File: config.mk
export PLATFORM = sky130hd
export DESIGN_NAME = pwr_sleep_ctrl
export DESIGN_NICKNAME = d
export VERILOG_FILES = /design/src/rtl/pwr_pkg.sv /design/src/rtl/pwr_regs.sv /design/src/rtl/pwr_fsm.sv /design/src/rtl/pwr_gate.sv /design/src/rtl/pwr_sleep_ctrl.sv
export SDC_FILE = /design/constraint.sdc
export NUM_CORES = 1
export LEC_CHECK = 0
export BUFFER_PORTS_ARGS = -buffer_cell sky130_fd_sc_hd__buf_4
export CELL_PAD_IN_SITES_DETAIL_PLACEMENT = 1
export CELL_PAD_IN_SITES_GLOBAL_PLACEMENT = 2
export CORE_AREA = 5 5 57 59
export DETAILED_ROUTE_END_ITERATION = 8
export DIE_AREA = 0 0 62 64
export GPL_TIMING_DRIVEN = 0
export PLACE_DENSITY_LB_ADDON = 0.1
export SLEW_MARGIN = 20
export SYNTH_ARGS = -nofsm -noshare
export SYNTH_HDL_FRONTEND = slang
export SYNTH_HIERARCHICAL = 1
export SYNTH_SLANG_ARGS = --single-unit
File: constraint.sdc
create_clock -name clk -period 1.2 [get_ports clk]
set_clock_uncertainty 0.15 [all_clocks]
set_input_delay 0.12 -clock clk [delete_from_list [all_inputs] [get_ports clk]]
set_output_delay 0.12 -clock clk [all_outputs]
set_load 0.05 [all_outputs]
File: src/rtl/pwr_pkg.sv
package pwr_pkg;

    localparam int DATA_W      = 8;
    localparam int N_PERIPH    = 4;
    localparam int SE_BIT      = 5;
    localparam int MODE_HI_BIT = 6;
    localparam int MODE_LO_BIT = 4;

    typedef enum logic [1:0] {
        PS_ACTIVE  = 2'd0,
        PS_IDLE    = 2'd1,
        PS_PDOWN   = 2'd2,
        PS_STANDBY = 2'd3
    } pwr_state_e;

    // Mode code 11 aliases onto power-down.
    function automatic pwr_state_e decode_mode(input logic [1:0] code);
        pwr_state_e s;
        case (code)
            2'b00:   s = PS_IDLE;
            2'b10:   s = PS_STANDBY;
            default: s = PS_PDOWN;
        endcase
        return s;
    endfunction

endpackage

File: src/rtl/pwr_regs.sv
module pwr_regs
    import pwr_pkg::*;
#(
    parameter int DW = DATA_W,
    parameter int NP = N_PERIPH
) (
    input  logic          clk,
    input  logic          rst_n,
    input  logic          bus_wr,
    input  logic          bus_addr,
    input  logic [DW-1:0] bus_wdata,
    output logic [DW-1:0] bus_rdata,
    output logic          sleep_en,
    output logic [1:0]    mode_code,
    output logic [NP-1:0] gate_bits
);

    localparam int RSV_W = DW - NP;

    typedef struct packed {
        logic [DW-1:0] ctrl;
        logic [NP-1:0] gate;
    } regs_t;

    regs_t regs_d, regs_q;

    always_comb begin
        regs_d = regs_q;
        if (bus_wr) begin
            if (bus_addr == 1'b0) regs_d.ctrl = bus_wdata;
            else                  regs_d.gate = bus_wdata[NP-1:0];
        end
    end

    always_ff @(posedge clk or negedge rst_n) begin
        if (!rst_n) regs_q <= '0;
        else        regs_q <= regs_d;
    end

    always_comb begin
        if (bus_addr == 1'b0) bus_rdata = regs_q.ctrl;
        else                  bus_rdata = {{RSV_W{1'b0}}, regs_q.gate};
    end

    assign sleep_en  = regs_q.ctrl[SE_BIT];
    assign mode_code = {regs_q.ctrl[MODE_HI_BIT], regs_q.ctrl[MODE_LO_BIT]};
    assign gate_bits = regs_q.gate;

    // reserved gating bits always read zero
    a_r3_reserved_zero: assert property (@(posedge clk) disable iff (!rst_n)
        (bus_addr == 1'b1) |-> (bus_rdata[DW-1:NP] == '0));

    // a control write is visible on the next cycle
    a_r2_ctrl_write: assert property (@(posedge clk) disable iff (!rst_n)
        (bus_wr && bus_addr == 1'b0) |=> (regs_q.ctrl == $past(bus_wdata)));

endmodule

File: src/rtl/pwr_fsm.sv
module pwr_fsm
    import pwr_pkg::*;
(
    input  logic       clk,
    input  logic       rst_n,
    input  logic       sleep_req,
    input  logic       wake,
    input  logic       sleep_en,
    input  logic [1:0] mode_code,
    output pwr_state_e state
);

    typedef struct packed {
        pwr_state_e st;
    } fsm_t;

    fsm_t fsm_d, fsm_q;

    always_comb begin
        fsm_d = fsm_q;
        if (wake) begin
            fsm_d.st = PS_ACTIVE;
        end else if (fsm_q.st == PS_ACTIVE && sleep_req && sleep_en) begin
            fsm_d.st = decode_mode(mode_code);
        end
    end

    always_ff @(posedge clk or negedge rst_n) begin
        if (!rst_n) fsm_q <= '{st: PS_ACTIVE};
        else        fsm_q <= fsm_d;
    end

    assign state = fsm_q.st;

    // strobe without enable is ignored
    a_r4_no_sleep_without_se: assert property (@(posedge clk) disable iff (!rst_n)
        (state == PS_ACTIVE && sleep_req && !sleep_en) |=> (state == PS_ACTIVE));

    // wake returns to active on the next edge
    a_r8_wake_to_active: assert property (@(posedge clk) disable iff (!rst_n)
        wake |=> (state == PS_ACTIVE));

    // a sleeping state is only left by wake
    a_r10_hold_asleep: assert property (@(posedge clk) disable iff (!rst_n)
        (state != PS_ACTIVE && !wake) |=> $stable(state));

    // entry lands in a sleep state
    a_r5_enter_sleep: assert property (@(posedge clk) disable iff (!rst_n)
        (state == PS_ACTIVE && sleep_req && sleep_en && !wake) |=> (state != PS_ACTIVE));

endmodule

File: src/rtl/pwr_gate.sv
module pwr_gate
    import pwr_pkg::*;
#(
    parameter int NP = N_PERIPH
) (
    input  pwr_state_e    state,
    input  logic [NP-1:0] gate_bits,
    output logic          cpu_clk_en,
    output logic [NP-1:0] periph_clk_en
);

    logic periph_allowed;

    assign cpu_clk_en     = (state == PS_ACTIVE);
    assign periph_allowed = (state == PS_ACTIVE) || (state == PS_IDLE);

    for (genvar i = 0; i < NP; i++) begin : g_periph
        assign periph_clk_en[i] = periph_allowed && !gate_bits[i];
    end

endmodule

File: src/rtl/pwr_sleep_ctrl.sv
module pwr_sleep_ctrl
    import pwr_pkg::*;
#(
    parameter int DW = DATA_W,
    parameter int NP = N_PERIPH
) (
    input  logic          clk,
    input  logic          rst_n,
    input  logic          bus_wr,
    input  logic          bus_addr,
    input  logic [DW-1:0] bus_wdata,
    output logic [DW-1:0] bus_rdata,
    input  logic          sleep_req,
    input  logic          wake,
    output logic [1:0]    pwr_state,
    output logic          cpu_clk_en,
    output logic [NP-1:0] periph_clk_en
);

    logic          sleep_en;
    logic [1:0]    mode_code;
    logic [NP-1:0] gate_bits;
    pwr_state_e    state;

    pwr_regs #(.DW(DW), .NP(NP)) i_regs (
        .clk       (clk),
        .rst_n     (rst_n),
        .bus_wr    (bus_wr),
        .bus_addr  (bus_addr),
        .bus_wdata (bus_wdata),
        .bus_rdata (bus_rdata),
        .sleep_en  (sleep_en),
        .mode_code (mode_code),
        .gate_bits (gate_bits)
    );

    pwr_fsm i_fsm (
        .clk       (clk),
        .rst_n     (rst_n),
        .sleep_req (sleep_req),
        .wake      (wake),
        .sleep_en  (sleep_en),
        .mode_code (mode_code),
        .state     (state)
    );

    pwr_gate #(.NP(NP)) i_gate (
        .state         (state),
        .gate_bits     (gate_bits),
        .cpu_clk_en    (cpu_clk_en),
        .periph_clk_en (periph_clk_en)
    );

    assign pwr_state = state;

    // deep sleep stops every peripheral
    a_r7_deep_all_off: assert property (@(posedge clk) disable iff (!rst_n)
        (state == PS_PDOWN || state == PS_STANDBY) |-> (periph_clk_en == '0 && !cpu_clk_en));

    // idle stops the CPU but honours gating bits
    a_r6_idle_gating: assert property (@(posedge clk) disable iff (!rst_n)
        (state == PS_IDLE) |-> (!cpu_clk_en && periph_clk_en == ~gate_bits));

    // gating bits take effect while active
    a_r9_active_gating: assert property (@(posedge clk) disable iff (!rst_n)
        (state == PS_ACTIVE) |-> (cpu_clk_en && periph_clk_en == ~gate_bits));

endmodule

==> results.md, run 1 <==
* Clock tree buffer depth at 2
* Comb pwr share at 51.1%
* DRT iter0 DRCs at 11
* PnR worst setup slack at -0.175 ns
* Critical path peak fanout at 3
* Max Clock Freq at between 700 and 800 MHz
* Worst EP required at between 0.9 and 1 ns
* RSZ-0062 raised after global routing: true
* H-tree levels at 1
* PnR Total Power at approximately 1.8 mW
* Mean area per synthesized cell at 13.4 sq um
* Dominant cell type by area after synthesis: dfrtp_1
* Syn Nets at 70
* Critical Path, Cell by Cell: mux2_4 -> buf_8
* Post-layout min period at between 1 and 1.5 ns
* Antenna Cells at 0
* CP bufs+invs at 1
* Final nets at between 100 and 150
* Failing checks: negative setup slack
* HP Class: input pin to async pin
* Slew headroom at between 70% and 80%
* Post-route cell area at about 1300 sq um
* CTS Sinks at 14
* Synthesis-to-finish area growth at 78.3%
* Detail Route Antenna Nets at 0
* Pwr per Cell Area at around 1300 nW/um^2
* CTS Root Cell: clkbuf_4
* Core Rows at 19
* Seq. cell area at between 300 and 400 sq um
* Area of the multi-input gates at ~380 sq um
* Grt total ovfl at 0
* Io pins at 29
* Final cycle utilization of the critical path at 115%
* Die area at ~4000 sq um
* Unique masters post-synth at 15
* Share of the synthesized area in the top cell type at ~47%
* Drc violations at 0
* Total negative slack at -1.85 ns
* CP max stage cell: dfrtp_1
* Port-buffer cells at 27
* Post-Syn Area at between 700 and 800 sq um
* Syn Inst Count at between 50 and 60
* Final setup viols at 15
* Initial Utilization at between 20 and 30%
* #FFs+latches synth at 14
* Crit-path max cell delay at roughly 0.41 ns
* Routability cong. at between 0.6 and 0.7
* Clk Latency, worst-skew pair at approximately 0.28 ns
* TritonCTS buffer count at 3
* CTS tree: done
* Drt total wl at between 1500 and 2000 um
* Max-slew violations at 0
* Fillers at 278
* Status: complete, but fails checks
* CORE AREA at about 2700 sq um
* Clock power share at 15.3%
* Max-capacitance violation count at 0
* Flop pwr share at between 30 and 40%
* Pleak at roughly 0.65 nW
* Share of cells above drive strength 1 at 68.5%
* Die Height at approximately 64 um
* WP data arrival at about 1.1 ns
* Synth Warn # at 6
* Net Switching at 0.658 mW
* Worst VDD drop at between 0.7 and 0.8 mV
* Register clock-pin slew on the reported worst setup and hold paths at around 0.09 ns
* Total number of vias at between 500 and 600
* CP startpoint kind: flop
* Die width at 62 um
* Vias in the first global route at about 700
* Initial antenna violation count at 0
* WS Path Type: flop to output pin
* CP top delay family: flip-flops
* Hpwl dp at between 1000 and 1500 um
* Area contributors post-synth: dfrtp_1 47%, mux2_4 16%, mux2_2 12%, buf_4 6.0%, and2b_1 4.0%
* Switching share of power at 36.7%
* Routed vias/inst at about 4.3
* Largest net degree at the start of global routing at 15
* Worst Tran Pin Value at 0.311 ns
* First drt pass iteration count at 3
* WL per Instance at 13.6 um
* Internal power at about 1.1 mW
* First-pass GRT wire length at between 3000 and 4000 um
* Placed Area at roughly 1000 sq um
* Critical Path End Type: output pin
* Final hold violation count at 0
* Register area share after synthesis at between 40% and 50%
* GRT Overall Usage at between 10 and 15%
cell usage after synthesis, drive strengths merged:
master and count:
nor2b 1, a21oi 1, inv 1, and2b 4, o41ai 1, nand4bb 1
buf 8, dfrtp 14, nor2 6, nand2 2, nand2b 1, mux2 16
per-stage QoR:
stage | hold slack [ns] | std cells | setup slack, ns | utilization (%)
floorplan | -0.326 | 56 | -0.0234 | -
global placement | -0.162 | 114 | 0.0824 | 38.6
detailed placement | -0.166 | 114 | 0.0630 | 38.6
CTS | 0.0689 | 136 | -0.188 | 49.2
global route | 0.0842 | 139 | -0.229 | 50.1
finish | 0.0732 | 139 | -0.175 | 50.1
area by class of cell:
| cell class | instances | area share [%] |
|---|---|---|
| flip-flops and latches | 14 | 26.5 |
| clock buffers | 4 | 1.97 |
| plain buffers | 8 | 5.35 |
| repair buffers | 48 | 34.7 |
| well taps | 31 | 2.91 |
| multi-input cells | 33 | 28.3 |
| inverters | 1 | 0.281 |
per-layer routing:
layer | vias up | global-route usage [%] | part of all wire [%] | wire length (um)
met5 | - | 0 | 0 | 0
met4 | 0 | 4.77 | 0.85 | 16
met3 | 2 | 2.41 | 5.3 | 100
met2 | 17 | 17.9 | 51 | 958
met1 | 290 | 12.8 | 43 | 810
li1 | 288 | - | - | -
sequential cells by signal, indices dropped and copies added (netlist names):
register	count
i_regs/gate_bits	4
i_regs/mode_code	2
i_regs/sleep_en	1
i_fsm/state	2
i_regs/regs_q	5
power groups by stage:
stage          combinational [mW]  clock (mW)  sequential (mW)
2_1_floorplan               0.499           0            0.624
3_3_place_gp                0.703           0            0.614
3_5_place_dp                0.710           0            0.616
4_1_cts                     0.903       0.292            0.604
5_1_grt                     0.962       0.321            0.613
6_report                    0.918       0.275            0.603
cell usage in the layout, fill, tap and decap left out, types with 2 or more instances in the layout:
cell type	netlist	routed
mux2_2	8	4
buf_4	6	28
mux2_4	8	12
dfrtp_1	14	12
dlygate4sd3_1	0	11
nand2_1	2	2
buf_8	1	6
dfrtp_2	0	2
nor2_4	0	5
buf_6	1	11
and2b_1	4	4
clkbuf_4	0	3
path summary, 6_finish.rpt:
kind / from / endpoint / slack (ns) / depth (start not counted)
setup / recovery: i_regs/gate_bits[2]$_DFFE_PN0P_ / bus_rdata[2] / -0.17 / 2
hold / removal: rst_n / i_regs/mode_code[0]$_DFFE_PN0P_ / 0.07 / 2
setup reg to reg: i_fsm/state[1]$_DFFE_PN0P_ / i_fsm/state[0]$_DFFE_PN0P_ / -0.05 / 3
hold reg to reg: i_regs/regs_q[4]$_DFFE_PN0P_ / i_regs/regs_q[4]$_DFFE_PN0P_ / 0.37 / 1
max in group asynchronous: rst_n / i_regs/gate_bits[3]$_DFFE_PN0P_ / 0.64 / 2
min in group clk: bus_wr / i_regs/gate_bits[2]$_DFFE_PN0P_ / 0.17 / 3
cells by family (layout without fill, tap and decap cells):
group / Yosys count / in the layout / synth area share, %
AND/OR/NAND/NOR: 15 / 15 / 12.2
multiplexers: 16 / 16 / 28.1
buffers and inverters: 9 / 61 / 10.0
flip-flops: 14 / 14 / 46.8
AO/OA/AOI/OAI: 2 / 2 / 2.84
what timing repair did:
action,CTS,global route
cloned,0,0
setup endpoints to repair,15,15
hold buffers,11,0
resized for setup,25,1
endpoints found under the hold margin,28,0
pin swaps,5,1
buffers inserted,7,3
No activity file was read; power rests on OpenSTA's default activity.
==> run 2: changes to the inputs <==
--- a/config.mk
+++ b/config.mk
@@ -13,6 +13,7 @@
 export DIE_AREA = 0 0 62 64
 export GPL_TIMING_DRIVEN = 0
 export PLACE_DENSITY_LB_ADDON = 0.1
+export SETUP_SLACK_MARGIN = 0.02
 export SLEW_MARGIN = 20
 export SYNTH_ARGS = -nofsm -noshare
 export SYNTH_HDL_FRONTEND = slang
==> run 2 against run 1 <==
  * The run still ends with negative setup slack left
  * Maximum frequency fell by 1.8%
  * Register-to-register slack improved by 0.07 ns
  * Core utilization fell by 0.28 points
  * Sequential share of layout area rose by 0.34 points
  * Clock-buffer cell count did not move
  * Critical path type unchanged
==> results.md, run 2 (synthesis results as in run 1) <==
* Routability cong. at between 0.6 and 0.7
* Detail Route Antenna Nets at 0
* Total negative slack at -1.99 ns
* Capturing point of the worst reg2reg path: i_fsm/state[0]$_DFFE_PN0P_
* RSZ-0062 raised after global routing: true
* Clock tree buffer depth at 2
* First-pass GRT wire length at ~3000 um
* Slew headroom at between 80% and 90%
* WP data arrival at between 1 and 1.5 ns
* Leading cell type in the layout, fill and taps excluded: buf_4
* Synthesis-to-finish area growth at 77.3%
* Failing checks: negative setup slack
* WL per Instance at between 10 and 15 um
* Critical path peak fanout at 8
* First drt pass iteration count at 2
* Status: complete, but fails checks
* Routed vias/inst at around 4.3
* Largest net degree at the start of global routing at 15
* Die area at ~4000 sq um
* Initial antenna violation count at 0
* Worst Tran Pin Value at around 0.21 ns
* H-tree levels at 1
* Reg with most FFs: i_regs/regs_q
* CTS tree: done
* CTS Root Cell: clkbuf_4
* Worst-case reg-to-reg path depth at 2
* Io pins at 29
* Post-Place Cells at between 100 and 150
* Uppermost routed layer: met4
* Final hold violation count at 0
* Drt total wl at about 1900 um
* PnR worst setup slack at -0.199 ns
* CP startpoint kind: flop
* Pleak at around 0.63 nW
* CP max stage cell: dfrtp_4
* Grt total ovfl at 0
* Critical Path End Type: output pin
* Worst setup path endpoint: periph_clk_en[2]
* Critical Path, Cell by Cell: nor2_4 -> buf_8
* Final setup viols at 14
* Metal2 WL at just under 1000 um
* Placed Area at slightly above 1000 sq um
* Max FFs per register at 5
* Pwr per Cell Area at about 1400 nW/um^2
* DRT iter0 DRCs at 6
* FF-to-FF Start: i_fsm/state[1]$_DFFE_PN0P_
* Fin util at between 40% and 50%
* CP top delay family: flip-flops
* Crit-path max cell delay at 0.58 ns
* Drc violations at 0
* Critical Path Stages at 2
* Post-route cell area at 1330 sq um
* WS Path Type: flop to output pin
* Max Clock Freq at 715 MHz
* Vias in the first global route at ~640
* Hpwl dp at approximately 1200 um
* Post-route insts no fill at 135
* Max-capacitance violation count at 0
* Final cycle utilization of the critical path at 117%
* Register clock-pin slew on the reported worst setup and hold paths at about 0.09 ns
* CTS Sinks at 14
* Met1 WL at about 780 um
* CP bufs+invs at 1
* Clk Latency, worst-skew pair at between 0.2 and 0.3 ns
* Total number of vias at between 500 and 600
* Worst VDD drop at ~0.74 mV
* Post-layout min period at about 1.4 ns
* Port-buffer cells at 27
* Share of cells above drive strength 1 at between 60 and 70%
* Initial Utilization at around 28%
* Worst EP required at between 0.9 and 1 ns
* Max-slew violations at 0
* TritonCTS buffer count at 3
* Antenna Cells at 0
* Commonest cells after routing, fill and taps aside: 21 x buf_4, 12 x buf_6, 12 x dfrtp_1
* HP Class: input pin to async pin
* Final nets at approximately 120
* Crit path from: i_fsm/state[1]$_DFFE_PN0P_
* Met3 routed WL at 109 um
* Die Height at between 60 and 70 um
* Die width at roughly 62 um
* CORE AREA at about 2700 sq um
* Core Rows at 19
* GRT Overall Usage at 10.5%
* R2r setup slk at approximately 0.02 ns
[run 2: cell count changes in the layout (fill, tap and decap cells not counted), sizes merged]
| cell | previous run | this run |
|---|---|---|
| buf | 45 | 41 |
[run 2: final cells by class]
class                           instances  area [sq um]
Fill cell                             280          1340
Timing Repair Buffer                   45           455
Multi-Input combinational cell         33           379
Sequential cell                        14           355
Buffer                                  7          67.6
Tap cell                               31          38.8
Clock buffer                            4          26.3
Inverter                                1          3.75
[run 2: routing by layer]
layer  vias to the layer above  track usage, %
li1                        277               -
met1                       279            12.8
met2                        16            16.7
met3                         2            2.82
met4                         0            4.77
met5                         -               0
[run 2: worst min path at each step]
stage / end / slack (ns) / cells past startpoint
4_1_cts: i_regs/mode_code[1]$_DFFE_PN0P_ / 0.06 / 2
3_3_place_gp: i_regs/regs_q[11]$_DFFE_PN0P_ / -0.16 / 1
3_5_place_dp: i_regs/mode_code[1]$_DFFE_PN0P_ / -0.17 / 1
2_1_floorplan: i_fsm/state[0]$_DFFE_PN0P_ / -0.33 / 0
5_1_grt: i_regs/sleep_en$_DFFE_PN0P_ / 0.08 / 2
6_report: i_regs/sleep_en$_DFFE_PN0P_ / 0.07 / 2
[run 2: metrics by stage]
step           setup slack [ns]  hold WS, ns  power, mW
6_report                 -0.199       0.0738       1.79
5_1_grt                  -0.259       0.0777       1.89
4_1_cts                  -0.219       0.0641       1.76
3_5_place_dp             0.0267       -0.167       1.33
3_3_place_gp             0.0255       -0.164       1.32
2_1_floorplan            0.0103       -0.326       1.13
[run 2: what timing repair did]
item | 4_1_cts | 5_1_grt
hold buffers | 11 | 0
gates resized for setup | 20 | 10
endpoints found under the hold margin | 28 | 0
pin swaps | 2 | 3
setup buffers | 4 | 4
endpoints found under the setup margin | 16 | 17
[run 2: report_power, final]
group | internal, mW | switching, mW | total (mW) | leakage (nW)
Combinational | 0.463 | 0.451 | 0.914 | 0.450
Clock | 0.128 | 0.142 | 0.271 | 0.0150
Sequential | 0.542 | 0.0654 | 0.608 | 0.165
Total | 1.13 | 0.658 | 1.79 | 0.630
